`src/rtl/bitclk_pkg.sv`:
```
package bitclk_pkg;

  localparam int POST_W = 4;

  typedef enum logic [1:0] {
    MODE_ASYNC  = 2'b00,
    MODE_MASTER = 2'b01,
    MODE_SLAVE  = 2'b10,
    MODE_SLAVE2 = 2'b11
  } clk_mode_e;

  // strobes from control to datapath
  typedef struct packed {
    logic              reload;
    logic              preTick;
    logic              asyncMode;
    logic              master;
    logic              slave;
    logic [POST_W-1:0] postLast;
  } ctl_t;

endpackage

```
`src/rtl/bitclk_ctrl.sv`:
```
module bitclk_ctrl
  import bitclk_pkg::*;
#(
  parameter int DIV_W = 12
) (
  input  logic             clk,
  input  logic             rstN,
  input  logic [DIV_W-1:0] divisor,
  input  logic             divisorWr,
  input  logic [1:0]       mode,
  input  logic             dblSpeed,
  output ctl_t             ctl
);

  localparam logic [POST_W-1:0] LAST_NORMAL = POST_W'(15);
  localparam logic [POST_W-1:0] LAST_DOUBLE = POST_W'(7);

  logic [DIV_W-1:0] cnt;
  logic             cntZero;

  assign cntZero = (cnt == '0);

  always_ff @(posedge clk) begin
    if (!rstN)          cnt <= '0;
    else if (divisorWr) cnt <= divisor;
    else if (cntZero)   cnt <= divisor;
    else                cnt <= cnt - 1'b1;
  end

  always_comb begin
    ctl.reload    = divisorWr;
    ctl.preTick   = cntZero && !divisorWr;
    ctl.asyncMode = (mode == MODE_ASYNC);
    ctl.master    = (mode == MODE_MASTER);
    ctl.slave     = mode[1];
    ctl.postLast  = (ctl.asyncMode && dblSpeed) ? LAST_DOUBLE : LAST_NORMAL;
  end


  reload_quiet_chk: assert property (@(posedge clk) disable iff (!rstN)
    (divisorWr && divisor != '0) |=> !ctl.preTick);

endmodule

```
`src/rtl/bitclk_dp.sv`:
```
module bitclk_dp
  import bitclk_pkg::*;
(
  input  logic clk,
  input  logic rstN,
  input  ctl_t ctl,
  input  logic extClkIn,
  output logic txTick,
  output logic rxTick,
  output logic sclkOut
);

  logic [POST_W-1:0] post;
  logic              postWrap;
  logic              syncReg;
  logic              prevReg;
  logic              extRise;
  logic              extFall;
  logic              sclkQ;
  logic              txNext;
  logic              rxNext;

  assign postWrap = (post >= ctl.postLast);

  // post divider: 16 or 8 prescale pulses per bit
  always_ff @(posedge clk) begin
    if (!rstN || ctl.reload) post <= '0;
    else if (ctl.preTick)    post <= postWrap ? '0 : post + 1'b1;
  end

  // external clock: synchronizer then edge detector
  always_ff @(posedge clk) begin
    if (!rstN) begin
      syncReg <= 1'b0;
      prevReg <= 1'b0;
    end else begin
      syncReg <= extClkIn;
      prevReg <= syncReg;
    end
  end

  assign extRise = syncReg && !prevReg;
  assign extFall = !syncReg && prevReg;

  // master serial clock
  always_ff @(posedge clk) begin
    if (!rstN || ctl.reload || !ctl.master) sclkQ <= 1'b0;
    else if (ctl.preTick)                   sclkQ <= !sclkQ;
  end

  always_comb begin
    if (ctl.slave) begin
      txNext = extFall;
      rxNext = extRise;
    end else if (ctl.master) begin
      txNext = ctl.preTick && sclkQ;
      rxNext = ctl.preTick && !sclkQ;
    end else begin
      txNext = ctl.preTick && postWrap;
      rxNext = ctl.preTick;
    end
  end

  always_ff @(posedge clk) begin
    if (!rstN) begin
      txTick <= 1'b0;
      rxTick <= 1'b0;
    end else begin
      txTick <= txNext;
      rxTick <= rxNext;
    end
  end

  assign sclkOut = sclkQ;


  async_align_chk: assert property (@(posedge clk) disable iff (!rstN)
    ($past(ctl.asyncMode) && txTick) |-> rxTick);


  sync_excl_chk: assert property (@(posedge clk) disable iff (!rstN)
    !$past(ctl.asyncMode) |-> !(txTick && rxTick));


  slave_pulse_chk: assert property (@(posedge clk) disable iff (!rstN)
    (ctl.slave && $past(ctl.slave) && rxTick) |=> !rxTick);


  sclk_hold_chk: assert property (@(posedge clk) disable iff (!rstN)
    (ctl.master && !ctl.preTick && !ctl.reload) |=> $stable(sclkOut));

endmodule

```
`src/rtl/bitclk_gen.sv`:
```
module bitclk_gen
  import bitclk_pkg::*;
#(
  parameter int DIV_W = 12
) (
  input  logic             clk,
  input  logic             rstN,
  input  logic [DIV_W-1:0] divisor,
  input  logic             divisorWr,
  input  logic [1:0]       mode,
  input  logic             dblSpeed,
  input  logic             extClkIn,
  output logic             txTick,
  output logic             rxTick,
  output logic             sclkOut
);

  ctl_t ctl;

  bitclk_ctrl #(.DIV_W(DIV_W)) u_ctrl (
    .clk       (clk),
    .rstN      (rstN),
    .divisor   (divisor),
    .divisorWr (divisorWr),
    .mode      (mode),
    .dblSpeed  (dblSpeed),
    .ctl       (ctl)
  );

  bitclk_dp u_dp (
    .clk      (clk),
    .rstN     (rstN),
    .ctl      (ctl),
    .extClkIn (extClkIn),
    .txTick   (txTick),
    .rxTick   (rxTick),
    .sclkOut  (sclkOut)
  );


  reset_idle_chk: assert property (@(posedge clk)
    $past(!rstN) |-> (!txTick && !rxTick && !sclkOut));

endmodule

```
`config.mk`:
```
export PLATFORM = sky130hd
export DESIGN_NAME = bitclk_gen
export DESIGN_NICKNAME = d
export VERILOG_FILES = /design/src/rtl/bitclk_pkg.sv /design/src/rtl/bitclk_ctrl.sv /design/src/rtl/bitclk_dp.sv /design/src/rtl/bitclk_gen.sv
export SDC_FILE = /design/constraint.sdc
export NUM_CORES = 1
export LEC_CHECK = 0
export ABC_AREA = 1
export BUFFER_PORTS_ARGS = -buffer_cell sky130_fd_sc_hd__clkbuf_2
export CAP_MARGIN = 5
export CELL_PAD_IN_SITES_DETAIL_PLACEMENT = 0
export CELL_PAD_IN_SITES_GLOBAL_PLACEMENT = 2
export CORE_MARGIN = 8
export CORE_UTILIZATION = 30
export DETAILED_ROUTE_END_ITERATION = 8
export PLACE_DENSITY_LB_ADDON = 0.1
export SLEW_MARGIN = 25
export SYNTH_ARGS = -nofsm -noshare
export SYNTH_HDL_FRONTEND = slang
export SYNTH_SLANG_ARGS = --single-unit
```
`constraint.sdc`:
```
create_clock -name clk -period 1.6 [get_ports clk]
set_clock_uncertainty 0.05 [all_clocks]
set_input_delay 0.48 -clock clk [delete_from_list [all_inputs] [get_ports clk]]
set_output_delay 0.48 -clock clk [all_outputs]
set_load 0.02 [all_outputs]
```
# Word-level counts from Yosys, hierarchy flattened
# Index checks and enable logic that the tools add are counted.
[totals] register_bits=21 input_bits=19 output_inout_bits=3
[classes] addsub=2 magnitude_cmp=1 eq_ne=1 mux=8 n_reduce_logical=17
[ops] cell="$mux 12" count=2
[ops] cell="$logic_not 12->1" count=1
[ops] cell="$sub 12x1->12 const B" count=1
[ops] cell="$mux 4" count=2
[ops] cell="$logic_and 1x1->1" count=7
[ops] cell="$logic_not 1->1" count=6
[ops] cell="$add 4x1->4 const B" count=1
[ops] cell="$ge 4x4->1" count=1
[ops] cell="$mux 1" count=4
[ops] cell="$eq 2x1->1 const B" count=1
[ops] cell="$logic_not 2->1" count=1
[ops] cell="$logic_or 1x1->1" count=2

# Depth between registers and ports, before layout
[logic_depth] depth_word=7 depth_mapped=9 mapped_depth_nobuf=8

# Cells and area by module
# From an unflattened synthesis, not the netlist that was laid out.
[unflattened] hier_cells=221 hier_area_um2=1425.1
[modules_own_cells] module="bitclk_ctrl" n_inst=1 cells_each=151 area_each_um2=889.6 seq_area_each_um2=240.2
[modules_own_cells] module="bitclk_dp" n_inst=1 cells_each=70 area_each_um2=535.5 seq_area_each_um2=180.2

# Least setup slack after synthesis
# Ideal clock, no wire load.
[synth_timing] kind="input to register" start="in mode[1]" end="reg u_dp.txTick" setup_ns=0.113 t_arrival_ns=1.369 required_ns=1.437 slack_ns=0.068 stages=8 path_buffers=0 path_cell_list="nor3b_1 ha_1 inv_1 o21ai_1 a21boi_0 nor2_1 nor2_1 nor2_1"
[synth_via] elab_chain_cells=7
[synth_rtl] element="start: declaration" line="bitclk_gen.sv:10" text="input logic [1:0] mode,"
[synth_rtl] element="$logic_not 2->1" line="bitclk_ctrl.sv:33" text="ctl.asyncMode = (mode == MODE_ASYNC);"
[synth_rtl] element="$logic_and 1x1->1" line="bitclk_ctrl.sv:36" text="ctl.postLast = (ctl.asyncMode && dblSpeed) ? LAST_DOUBLE : LAST_NORMAL;"
[synth_rtl] element="$mux 4" line="bitclk_ctrl.sv:36"
[synth_rtl] element="$ge 4x4->1" line="bitclk_dp.sv:23" text="assign postWrap = (post >= ctl.postLast);"
[synth_rtl] element="$logic_and 1x1->1" line="bitclk_dp.sv:59" text="txNext = ctl.preTick && postWrap;"
[synth_rtl] element="$mux 1" line="bitclk_dp.sv:55" text="end else if (ctl.master) begin"
[synth_rtl] element="$mux 1 *" line="bitclk_dp.sv:52" text="if (ctl.slave) begin"
[synth_rtl] element="end signal: assignment" line="bitclk_dp.sv:69" text="txTick <= txNext;"
[synth_rtl] element="end: declaration" line="bitclk_dp.sv:8" text="output logic txTick,"
# Mark *: on every way between the ends. The rest lies on a longest branch, timed or not.
# A chain may end at the register's enable or synchronous reset.

# Worst setup path in the final report
[layout_timing] start="reg u_ctrl.cnt[1]" end="reg u_ctrl.cnt[4]"
[layout_via] elab_chain_cells=3
[layout_rtl] element="start: declaration" line="bitclk_ctrl.sv:18" text="logic [DIV_W-1:0] cnt;"
[layout_rtl] element="start signal: assignment" line="bitclk_ctrl.sv:25" text="else if (divisorWr) cnt <= divisor;"
[layout_rtl] element="start signal: assignment" line="bitclk_ctrl.sv:26" text="else if (cntZero) cnt <= divisor;"
[layout_rtl] element="start signal: assignment" line="bitclk_ctrl.sv:27" text="else cnt <= cnt - 1'b1;"
[layout_rtl] element="$sub 12x1->12 or $logic_not 12->1 (tied branches)" line="bitclk_ctrl.sv:27, bitclk_ctrl.sv:21"
[layout_rtl] element="$mux 12 *" line="bitclk_ctrl.sv:26"
[layout_rtl] element="$mux 12 *" line="bitclk_ctrl.sv:25"
# Marked as above.

==> results.cfg <==
[status]
status = completed

[yosys]
netlist_instances = 180
avgSynthCellArea_um2 = 6.944
synth_nets = 203
ys_ff_latch = 21
yosys_warnings = 0
syn_area_mm2 = 0.001250
seq_area_frac_synth_pct = 33.63
synth_cell_types = 24

[clock_tree]
cts_buffers = 3
cts_tree = done
cts_root_buf = clkbuf_8
cts_buffer_depth = 2
path_clk_slew_ns = 0.07
cts.sink_count = 21
clk_latency_ns = 0.25
ctsHoldBuffers = 0
cts-htree-levels = 1

[timing]
holdWs_ns = 0.3536
tightest_slew_ns = 0.2710
fin_crit_ns = 1.469
hold_viol = 0
post-route-period-util_pct = 91.80
tns_ns = 0
report.final.slew_viol_count = 0
setup_violations = 0
slew_headroom_pct = 81.87
fmax_ghz = 0.6808
rsz0062_at_grt = no

[floorplan]
die_x_um = 80.55
rows = 23
ios = 22
coreArea_mm2 = 0.004000
die_area_mm2 = 0.006488
die_h_um = 80.55
start_util_pct = 31.25

[place]
place_congestion = 0.8104
placed_area_mm2 = 0.001498
dp_hpwl_um = 2359
dpl.cell_count = 259
port_buffers = 21

[layout]
syn2layout_area_growth_pct = 24.62
nNetsFinal = 238
fin_area_mm2 = 0.001558
multi_input_area_um2 = 715.7
ff_latch_area_um2 = 420.4
final_layout_size_suffix_gt1_share_pct = 22.43
final_common_cell = nor2_1
final_cell_mix = nor2_1, nand2_1, inv_1
antenna_cells = 0
fillers = 431
stdcell_count = 264

[critical_path]
startpoint_type = flip-flop
r2r_cells = 8
crit_arrival_ns = 1.57
cp_max_fo = 5
worstPathRequired_ns = 1.70
worst-setup-path-type = flip-flop to flip-flop
endpoint_kind = flip-flop
r2r_slack_ns = 0.13

[grt]
grt_overflow = 0
antenna_found_initial = 0
globalRouteTotalUtil_pct = 9.798
grt_pass1_wl_um = 5154
grt_max_degree = 15
grt_pass1_vias = 1205

[routing]
drt-wirelength-per-cell_um = 10.68
drt-vias-per-instance = 4.394
drt-pass1-iter-count = 4
drc = 0
antenna_left = 0
drtIter0Drc = 60
drt-total-wl_um = 2819
vias = 1160

[worst_hold_path]
hold_class = input port to flip-flop
whs_path_depth = 3

[power]
power_density_mw_per_mm2 = 809.0
swShare_pct = 30.36
seqPwrFrac_pct = 46.9
clockPowerShare_pct = 27.1
switchingPower_mw = 0.3826
p_leak_nw = 0.7517
intPower_mw = 0.8775
combPwrFrac_pct = 25.9
ir_worst_vdd_mv = 0.3640

[flow_run]
cap_violations = 0
==> path summary, 6_finish.rpt <==
check	start	to
setup / recovery	u_ctrl.cnt[1]$_SDFF_PN0_	u_ctrl.cnt[4]$_SDFF_PN0_
hold / removal	extClkIn	u_dp.syncReg$_SDFF_PN0_
setup reg to reg	u_ctrl.cnt[1]$_SDFF_PN0_	u_ctrl.cnt[4]$_SDFF_PN0_
hold reg to reg	u_dp.syncReg$_SDFF_PN0_	u_dp.prevReg$_SDFF_PN0_
==> sequential cells by signal, summed over array words and instances (netlist names) <==
name and cells:
u_ctrl.cnt 12, u_dp.post 4, u_dp.prevReg 1, u_dp.rxTick 1, u_dp.sclkOut 1, u_dp.syncReg 1
u_dp.txTick 1
==> critical path, stage by stage (launching register included) <==
cell and delay (ns):
dfxtp_1 0.32, inv_1 0.09, ha_2 0.22, nand4_4 0.14, nor2_8 0.15, nor2_4 0.07
buf_4 0.15, o21ai_1 0.12, nor2_1 0.05
==> cell usage after synthesis <==
cell type	number	share of area, %
xnor2_1	1	0.70
nand3_4	1	1.4
o21ai_1	9	3.6
a21oi_1	7	2.8
buf_2	1	0.40
inv_1	25	7.5
nand4_4	1	1.7
nand3_1	11	4.4
ha_1	4	4.0
buf_6	2	1.8
a21boi_0	1	0.60
nor3_1	3	1.2
nand3b_1	1	0.60
nor2_2	4	2.0
o21ai_2	1	0.70
nor2_4	2	1.8
nor2_8	1	1.6
dfxtp_1	21	34
o21ai_0	2	0.80
nand4_1	5	2.5
nor2_1	37	11
xor2_1	7	4.9
nand2_1	32	9.6
nor3b_1	1	0.60
==> cells by family after synthesis <==
| group | synth area share, % |
|---|---|
| and+or+nand+nor | 38.54 |
| adders and majority gates | 4.004 |
| xor gates and xnor gates | 5.606 |
| buffers and inverters | 9.709 |
| AOI/OAI and AO/OA | 8.508 |
| DFF | 33.63 |
==> power groups by stage <==
stage | clock network (mW) | logic [mW] | registers, mW
3_5_place_dp | 0 | 0.327 | 0.603
6_report | 0.342 | 0.327 | 0.591
2_1_floorplan | 0 | 0.229 | 0.598
5_1_grt | 0.382 | 0.376 | 0.598
4_1_cts | 0.364 | 0.328 | 0.591
3_3_place_gp | 0 | 0.327 | 0.604
==> layer usage <==
layer	vias to the layer above	wire length (um)	GRT usage, %
met5	-	0	0
met4	0	17	3.818
met3	2	121	2.009
met2	15	1223	15.72
met1	508	1457	12.43
li1	635	-	-
==> metrics by stage <==
| step | util [%] | setup WS, ns | power (mW) |
|---|---|---|---|
| 3_3_place_gp | 37.44 | -0.1145 | 0.9308 |
| 6_report | 38.94 | 0.1311 | 1.260 |
| 2_1_floorplan | - | 0.06798 | 0.8269 |
| 3_5_place_dp | 37.44 | -0.1458 | 0.9297 |
| 5_1_grt | 38.94 | 0.01281 | 1.356 |
| 4_1_cts | 38.57 | 0.03288 | 1.284 |
==> layout make-up <==
type | count | area share (%)
Multi-Input combinational cell | 131 | 45.94
Sequential cell | 21 | 26.99
Timing Repair Buffer | 33 | 14.14
Inverter | 25 | 6.024
Tap cell | 50 | 4.016
Clock buffer | 4 | 2.892
==> repair_timing <==
item                                    CTS  global route
endpoints found under the setup margin    0             8
buffers inserted                          0             1
gates resized for setup                   0             3
Power figures use the tool's default switching activity.
